**src/rtl/onhook_seq_pkg.sv**
```systemverilog
package onhook_seq_pkg;

  typedef enum logic [2:0] {
    S_IDLE,
    S_RING,
    S_PWRUP,
    S_WAITCD,
    S_SEIZE,
    S_MARK,
    S_DATA,
    S_GUARD
  } seqState_t;

  // Strobes from control to datapath
  typedef struct packed {
    logic clrPhase;
    logic clrSess;
    logic cntSess;
    logic setTimeout;
    logic setBudget;
    logic setEarly;
    logic clrErr;
  } seqStrb_t;

  function automatic int maxOf(input int a, input int b);
    return (a > b) ? a : b;
  endfunction

endpackage

```
**src/rtl/onhook_seq_dp.sv**
```systemverilog
module onhook_seq_dp
  import onhook_seq_pkg::*;
#(
  parameter int CNT_W     = 12,
  parameter int BUDGET_MS = 3700
) (
  input  logic             clk,
  input  logic             rstN,
  input  logic             msTick,
  input  seqStrb_t         strb,
  output logic [CNT_W-1:0] phaseCnt,
  output logic [CNT_W-1:0] sessCnt,
  output logic             errTimeout,
  output logic             errBudget,
  output logic             errEarlyRing
);

  localparam logic [CNT_W-1:0] CNT_MAX = '1;

  // Ticks spent in the current state
  always_ff @(posedge clk or negedge rstN) begin
    if (!rstN) begin
      phaseCnt <= '0;
    end else if (strb.clrPhase) begin
      phaseCnt <= '0;
    end else if (msTick && phaseCnt != CNT_MAX) begin
      phaseCnt <= phaseCnt + 1'b1;
    end
  end

  // Ticks since carrier arrival
  always_ff @(posedge clk or negedge rstN) begin
    if (!rstN) begin
      sessCnt <= '0;
    end else if (strb.clrSess) begin
      sessCnt <= '0;
    end else if (strb.cntSess && msTick && sessCnt != CNT_MAX) begin
      sessCnt <= sessCnt + 1'b1;
    end
  end

  // Sticky fault flags
  always_ff @(posedge clk or negedge rstN) begin
    if (!rstN) begin
      errTimeout   <= 1'b0;
      errBudget    <= 1'b0;
      errEarlyRing <= 1'b0;
    end else if (strb.clrErr) begin
      errTimeout   <= 1'b0;
      errBudget    <= 1'b0;
      errEarlyRing <= 1'b0;
    end else begin
      if (strb.setTimeout) errTimeout   <= 1'b1;
      if (strb.setBudget)  errBudget    <= 1'b1;
      if (strb.setEarly)   errEarlyRing <= 1'b1;
    end
  end

  p_sess_bound_r6: assert property (@(posedge clk) disable iff (!rstN)
    sessCnt <= CNT_W'(BUDGET_MS));

  p_flag_sticky_r9: assert property (@(posedge clk) disable iff (!rstN)
    (errTimeout || errBudget || errEarlyRing) && !strb.clrErr
      |=> (errTimeout || errBudget || errEarlyRing));

endmodule

```
**src/rtl/onhook_seq_ctrl.sv**
```systemverilog
module onhook_seq_ctrl
  import onhook_seq_pkg::*;
#(
  parameter int CNT_W     = 12,
  parameter int PWRUP_MS  = 20,
  parameter int CD_WIN_MS = 600,
  parameter int SEIZE_MS  = 250,
  parameter int MARK_MS   = 150,
  parameter int BUDGET_MS = 3700,
  parameter int GUARD_MS  = 200
) (
  input  logic             clk,
  input  logic             rstN,
  input  logic             msTick,
  input  logic             ringDet,
  input  logic             carrierDet,
  input  logic [CNT_W-1:0] phaseCnt,
  input  logic [CNT_W-1:0] sessCnt,
  output seqStrb_t         strb,
  output logic             rxPwrEn,
  output logic             fskEn,
  output logic             sessionActive,
  output logic [1:0]       phase
);

  localparam logic [CNT_W-1:0] PW_END = CNT_W'(PWRUP_MS - 1);
  localparam logic [CNT_W-1:0] CW_END = CNT_W'(CD_WIN_MS - 1);
  localparam logic [CNT_W-1:0] SZ_END = CNT_W'(SEIZE_MS - 1);
  localparam logic [CNT_W-1:0] MK_END = CNT_W'(MARK_MS - 1);
  localparam logic [CNT_W-1:0] BG_END = CNT_W'(BUDGET_MS - 1);
  localparam logic [CNT_W-1:0] GD_END = CNT_W'(GUARD_MS - 1);

  seqState_t st, nxt;
  logic      inCarrier;

  assign inCarrier = (st == S_SEIZE) || (st == S_MARK) || (st == S_DATA);

  always_ff @(posedge clk or negedge rstN) begin
    if (!rstN) st <= S_IDLE;
    else       st <= nxt;
  end

  always_comb begin
    nxt             = st;
    strb            = '0;
    strb.cntSess    = inCarrier;
    case (st)
      S_IDLE:   if (ringDet) nxt = S_RING;
      S_RING: begin
        if (!ringDet) begin
          nxt         = S_PWRUP;
          strb.clrErr = 1'b1;
        end
      end
      S_PWRUP:  if (msTick && phaseCnt == PW_END) nxt = S_WAITCD;
      S_WAITCD: begin
        if (carrierDet) begin
          nxt          = S_SEIZE;
          strb.clrSess = 1'b1;
        end else if (msTick && phaseCnt == CW_END) begin
          nxt             = S_IDLE;
          strb.setTimeout = 1'b1;
        end
      end
      S_SEIZE, S_MARK, S_DATA: begin
        if (!carrierDet) begin
          nxt = S_GUARD;
        end else if (msTick && sessCnt == BG_END) begin
          nxt            = S_IDLE;
          strb.setBudget = 1'b1;
        end else if (st == S_SEIZE && msTick && phaseCnt == SZ_END) begin
          nxt = S_MARK;
        end else if (st == S_MARK && msTick && phaseCnt == MK_END) begin
          nxt = S_DATA;
        end
      end
      S_GUARD: begin
        if (ringDet) begin
          nxt           = S_IDLE;
          strb.setEarly = 1'b1;
        end else if (msTick && phaseCnt == GD_END) begin
          nxt = S_IDLE;
        end
      end
      default:  nxt = S_IDLE;
    endcase
    strb.clrPhase = (nxt != st);
  end

  assign rxPwrEn       = (st == S_PWRUP) || (st == S_WAITCD) || inCarrier;
  assign fskEn         = (st == S_WAITCD) || inCarrier;
  assign sessionActive = rxPwrEn || (st == S_GUARD);

  always_comb begin
    case (st)
      S_SEIZE: phase = 2'd1;
      S_MARK:  phase = 2'd2;
      S_DATA:  phase = 2'd3;
      default: phase = 2'd0;
    endcase
  end

  // Power comes on only right after a ring has ended
  p_pwr_after_ring_r2: assert property (@(posedge clk) disable iff (!rstN)
    $rose(rxPwrEn) |-> !$past(ringDet) && $past(ringDet, 2));

  // Phase code only ever steps forward by one, or drops to none
  p_phase_forward_r5: assert property (@(posedge clk) disable iff (!rstN)
    (phase != $past(phase)) && (phase != 2'd0) |-> phase == $past(phase) + 2'd1);

  // Carrier loss during a session powers the receiver down next edge
  p_drop_pwrdn_r7: assert property (@(posedge clk) disable iff (!rstN)
    $fell(carrierDet) && (phase != 2'd0) |=> !rxPwrEn && !fskEn);

endmodule

```
**src/rtl/onhook_seq.sv**
```systemverilog
module onhook_seq
  import onhook_seq_pkg::*;
#(
  parameter int PWRUP_MS  = 20,
  parameter int CD_WIN_MS = 600,
  parameter int SEIZE_MS  = 250,
  parameter int MARK_MS   = 150,
  parameter int BUDGET_MS = 3700,
  parameter int GUARD_MS  = 200
) (
  input  logic       clk,
  input  logic       rstN,
  input  logic       msTick,
  input  logic       ringDet,
  input  logic       carrierDet,
  output logic       rxPwrEn,
  output logic       fskEn,
  output logic       sessionActive,
  output logic [1:0] phase,
  output logic       errTimeout,
  output logic       errBudget,
  output logic       errEarlyRing
);

  localparam int MAX_LIM = maxOf(maxOf(maxOf(PWRUP_MS, CD_WIN_MS), maxOf(SEIZE_MS, MARK_MS)),
                                 maxOf(BUDGET_MS, GUARD_MS));
  localparam int CNT_W   = $clog2(MAX_LIM + 1);

  seqStrb_t         strb;
  logic [CNT_W-1:0] phaseCnt;
  logic [CNT_W-1:0] sessCnt;

  onhook_seq_ctrl #(
    .CNT_W(CNT_W), .PWRUP_MS(PWRUP_MS), .CD_WIN_MS(CD_WIN_MS), .SEIZE_MS(SEIZE_MS),
    .MARK_MS(MARK_MS), .BUDGET_MS(BUDGET_MS), .GUARD_MS(GUARD_MS)
  ) u_ctrl (
    .clk(clk), .rstN(rstN), .msTick(msTick), .ringDet(ringDet), .carrierDet(carrierDet),
    .phaseCnt(phaseCnt), .sessCnt(sessCnt), .strb(strb), .rxPwrEn(rxPwrEn),
    .fskEn(fskEn), .sessionActive(sessionActive), .phase(phase)
  );

  onhook_seq_dp #(
    .CNT_W(CNT_W), .BUDGET_MS(BUDGET_MS)
  ) u_dp (
    .clk(clk), .rstN(rstN), .msTick(msTick), .strb(strb), .phaseCnt(phaseCnt),
    .sessCnt(sessCnt), .errTimeout(errTimeout), .errBudget(errBudget),
    .errEarlyRing(errEarlyRing)
  );

  // A carrier timeout is only raised while listening with no carrier present
  p_timeout_cause_r4: assert property (@(posedge clk) disable iff (!rstN)
    $rose(errTimeout) |-> $past(fskEn) && !$past(carrierDet) && !fskEn);

  // Demodulator is never enabled without receiver power
  p_fsk_powered_r3: assert property (@(posedge clk) disable iff (!rstN)
    fskEn |-> rxPwrEn);

endmodule

```
**config.mk**
```make
export PLATFORM = sky130hd
export DESIGN_NAME = onhook_seq
export DESIGN_NICKNAME = d
export VERILOG_FILES = /design/src/rtl/onhook_seq_pkg.sv /design/src/rtl/onhook_seq_dp.sv /design/src/rtl/onhook_seq_ctrl.sv /design/src/rtl/onhook_seq.sv
export SDC_FILE = /design/constraint.sdc
export NUM_CORES = 1
export LEC_CHECK = 0
export BUFFER_PORTS_ARGS = -buffer_cell sky130_fd_sc_hd__clkbuf_2
export CORE_AREA = 3 3 80 82
export CTS_CLUSTER_DIAMETER = 50
export DETAILED_ROUTE_END_ITERATION = 7
export DIE_AREA = 0 0 83 85
export GPL_TIMING_DRIVEN = 0
export PLACE_DENSITY = 0.48
export REMOVE_ABC_BUFFERS = 1
export SLEW_MARGIN = 20
export SYNTH_ARGS = -nofsm -noshare
export SYNTH_HDL_FRONTEND = slang
export SYNTH_SLANG_ARGS = --single-unit
```
**constraint.sdc**
```tcl
create_clock -name clk -period 3 [get_ports clk]
set_input_delay 0.15 -clock clk [delete_from_list [all_inputs] [get_ports clk]]
set_output_delay 0.15 -clock clk [all_outputs]
set_load 0.03 [all_outputs]
```
==> impl_summary.md <==
Drt
Dividing the detail-routed via count by the number of cells gives 5.32. In the routed design, unresolved DRC markers number 0. The number of DRC markers in iteration 0 is 43. The routed layout has 1564 vias. The post-detailed-routing wire length is 4.33 mm. After detailed routing, the average wire length per cell comes to 14.7 um. The number of search-and-repair iterations in the first detailed-routing pass is 4.

In this run the remaining antenna-violating nets after routing total 0.

Pwr
Of the total power, the share spent switching nets is 45.3%. Internal power comes to 973 uW. The overall power is 1.78 mW. The worst vdd rail ir drop is 0.690 mV. The clock group share of total power is 19.7%. Summed over all nets, the switching power comes to 806 uW.

The sequential share of power is 32.1%. The leakage power figure is 0.872 nW. Power spread over the standard cell area amounts to 807 nW/um^2. The power share of the combinational group is 48.2%.

Timing
The final number of hold-violating endpoints is 0. The slack of the critical path is 0.160 ns. In the finished design, the share of the clock period the worst path needs comes to 94.7%. The final max-slew violation count is 0. At the pin with the least slew margin, the transition time is 0.774 ns. The highest clock frequency the design can meet is 352 MHz. For the final routed database, the setup TNS stands at 0 ns. The worst slew margin relative to its limit is 48.4%. The final critical path time including I/O delays and setup is 2.84 ns. The final-report setup violation count is 0. The maximum clock skew at final layout is 0.00349 ns.

Setup repair after global routing left no endpoint under its margin. On the final layout, the worst hold slack is 0.189 ns.

Placement
Prior to clock tree synthesis, the placed netlist has a worst setup slack of -0.181 ns. Routability-driven placement finished with a final weighted congestion of 0.825. The placed instances occupy a cell area of 2060 um^2.

The count of buffers inserted at the top-level ports is 12. In this run, placement finished with an instance count of 284. After legalization and detailed placement, the total HPWL measured 2.97 mm.

Logic synthesis
The count of different cell masters after synthesis is 59. By area the synthesized netlist is led by dfrtp_1 38%, nor3_2 5.1%, xor2_1 4.9%. The gate count of the mapped netlist is 205.

The total number of yosys warnings is 0. In the synthesized netlist the dominant register cell turns out to be dfrtp_1. The number of synthesized flops with an enable pin is 0.

Counting flops and latches in the post-synthesis netlist gives 30. The share of the Yosys chip area taken by registers is 38.1%. Summing every instance area after synthesis gives 1970 um^2. Of all cell types, the one taking the most synthesized area is dfrtp_1. The async set-or-reset flop fraction in the synthesized netlist is 100%. In this run the biggest area consumer among cell types represents 38.1% of the synthesized area. The average instance in the mapped netlist occupies 9.62 um^2.

Clocking
In this run, CTS created clock tree buffers numbering 5. In this run the clock root is driven by a clkbuf_8. After clock tree synthesis, the clock-pin slew on the worst setup and hold paths is 0.07 ns.

TritonCTS built the clock tree. The later pin in the worst-skew pair is clocked with a latency of 0.29 ns. In this run the deepest clock path goes through 2 buffers.

The number of sinks driven by the clock tree is 30. The H-tree was split into 2 levels.

Floorplanning
The core region is 5820 um^2. In this run the core area contains 28 standard-cell rows. The initial utilization of the core area, before any placement, comes to 33.9%. The die extent in x is 83 um. The floorplan die area is 7060 um^2. In this run the vertical extent of the chip is 85 um. The number of top-level pins is 13.

Finish
From synthesis to final layout, the design area changed by 11.8%. The diode insertion count for antenna repair is 0. The final cell count without fillers is 294. The post-route cell area is 2200 um^2. Across the whole layout, storage elements account for 751 um^2. The fraction of layout cells with a size suffix above 1 is 19.6%. At the end of the flow the core is filled with cells to 37.9%. The total number of nets in the final design is 226. In the final layout, the multi-input gates occupy 1150 um^2.

The most frequent standard cell in the layout excluding fill and tap cells is dfrtp_1. The layout has 601 filler cells. The library cells used most frequently in the layout, excluding fill and tap cells, are 30 x dfrtp_1, 18 x nand2_1, 17 x nor2_1, 12 x clkbuf_2, 11 x xor2_1.

Worst setup path
On the worst path, the slowest cell contributes a delay of 0.58 ns. STA classifies the critical path startpoint as a flop. In this run the critical register-to-register path is launched from u_ctrl.st[0]. The worst register-to-register path ends at u_dp.phaseCnt[2]. The worst setup path is of the reg -> reg kind.

Broken down by cell family, the worst path's largest delay share belongs to simple AND/OR/NAND/NOR gates. Data arrives at the worst endpoint at 3.02 ns. Of all nets on the critical path, the largest fanout is 16. Measured in cells, the most critical reg-to-reg path has a length of 7. Walking the worst path, the cells encountered are or4bb_1 -> or4_4 -> and4b_1 -> or3_4 -> xnor2_4 -> buf_12 -> a2111oi_2. The largest individual stage delay along the critical path comes from the cell dfrtp_1. The worst-case register-to-register setup slack is 0.16 ns. The number of buffers and inverters on the critical path is 1.

The endpoint required time on the critical path is 3.18 ns. The critical path startpoint is u_ctrl.st[0]. The worst setup path is captured at a flop.

Global routing
The first-pass GRT wire length is 7.76 mm. The largest net degree at the start of global routing is 31. The number of global-route vias before repair came to 1539.

The overall fraction of global-route tracks in use is 13.5%. The sum of overflow across all layers after global routing is 0. The initial antenna violation count is 0.

Hold path
For hold timing, the worst endpoint is u_dp.errEarlyRing. The type of the most critical hold path is in -> reg. Along the worst hold path, the cell count comes to 3.

The beginning of the worst hold path is ringDet.

Run status
The flow ran to the end, and the final reports show no timing, DRC or antenna violations.

Job
Across the run, the number of max-cap violations was 0.
==> synthesized netlist by cell type, types with 2 or more instances <==
master,instances
ha_1,3
nand4bb_1,2
or4_4,2
nand3b_1,3
nor3_2,10
or4b_1,2
nor3_1,5
nor2_1,17
nor4_1,4
and3_1,3
nand3_1,8
clkbuf_1,3
xnor2_1,8
or4_1,2
nand2_1,18
a31oi_1,3
o31ai_1,2
o21ai_0,7
nand4b_1,2
or3_1,4
a211o_1,2
xor2_1,11
buf_6,2
nor3b_1,2
inv_1,4
nand4_1,9
dfrtp_1,30
a21oi_1,6
==> state kept, by name, summed over array words and instances (netlist names) <==
register           cells
u_dp.sessCnt          12
u_dp.phaseCnt         12
u_ctrl.st              3
u_dp.errBudget         1
u_dp.errTimeout        1
u_dp.errEarlyRing      1
==> per-layer routing <==
metal  wire length (um)  up-vias  GRT usage, %  part of all wire, %
li1                   -      787             -                    -
met1               2200      746          18.2                   51
met2               1920       24          21.1                   44
met3                131        7          2.91                  3.0
met4                 80        0          5.35                  1.8
met5                  0        -             0                    0
==> layout make-up <==
type,count,share of cell area [%]
Multi-Input combinational cell,161,52.1
Sequential cell,30,34.1
Timing Repair Buffer,15,4.43
Tap cell,75,4.26
Clock buffer,6,3.75
Inverter,5,0.851
Clock inverter,2,0.568
==> worst max path at each step <==
stage	end	slack, ns	cells past startpoint
after CTS	u_dp.phaseCnt[2]	0.03	7
final	u_dp.phaseCnt[2]	0.16	7
after global routing	u_dp.phaseCnt[2]	0.03	7
after detailed placement	u_dp.phaseCnt[2]	-0.18	7
after floorplan	u_dp.phaseCnt[1]	0.34	6
after global placement	u_dp.phaseCnt[2]	-0.21	7
==> worst min-delay path, delay by kind of cell <==
| family | cells | cell delay, ns |
|---|---|---|
| AO/OA/AOI/OAI | 2 | 0.14 |
| buffers and inverters | 1 | 0.14 |
==> cell families (layout without fill, tap and decap cells) <==
group	Yosys count	count (layout)	share of synthesized area (%)
flip-flops	30	30	38.1
AND/OR/NAND/NOR	105	105	33.3
adder cells (fa/ha/maj)	3	3	1.90
XOR/XNOR	20	20	9.84
multiplexers	1	1	0.508
buffers and inverters	14	28	5.08
AO/OA/AOI/OAI	32	32	11.3
==> timing repair <==
action                                 in CTS  in global routing
hold buffers                                1                  0
resized for setup                           1                  3
pin swaps                                   0                  1
endpoints found under the hold margin      30                  0
setup buffers                               0                  1
setup endpoints to repair                  12                 12
==> power by group through the flow <==
stage / Combinational (mW) / Clock, mW / Sequential [mW]
finish: 0.857 / 0.350 / 0.571
global route: 0.942 / 0.382 / 0.584
CTS: 0.779 / 0.363 / 0.568
detailed placement: 0.773 / 0 / 0.575
global placement: 0.776 / 0 / 0.576
floorplan: 0.584 / 0 / 0.548
No activity file was read; power rests on OpenSTA's default activity.
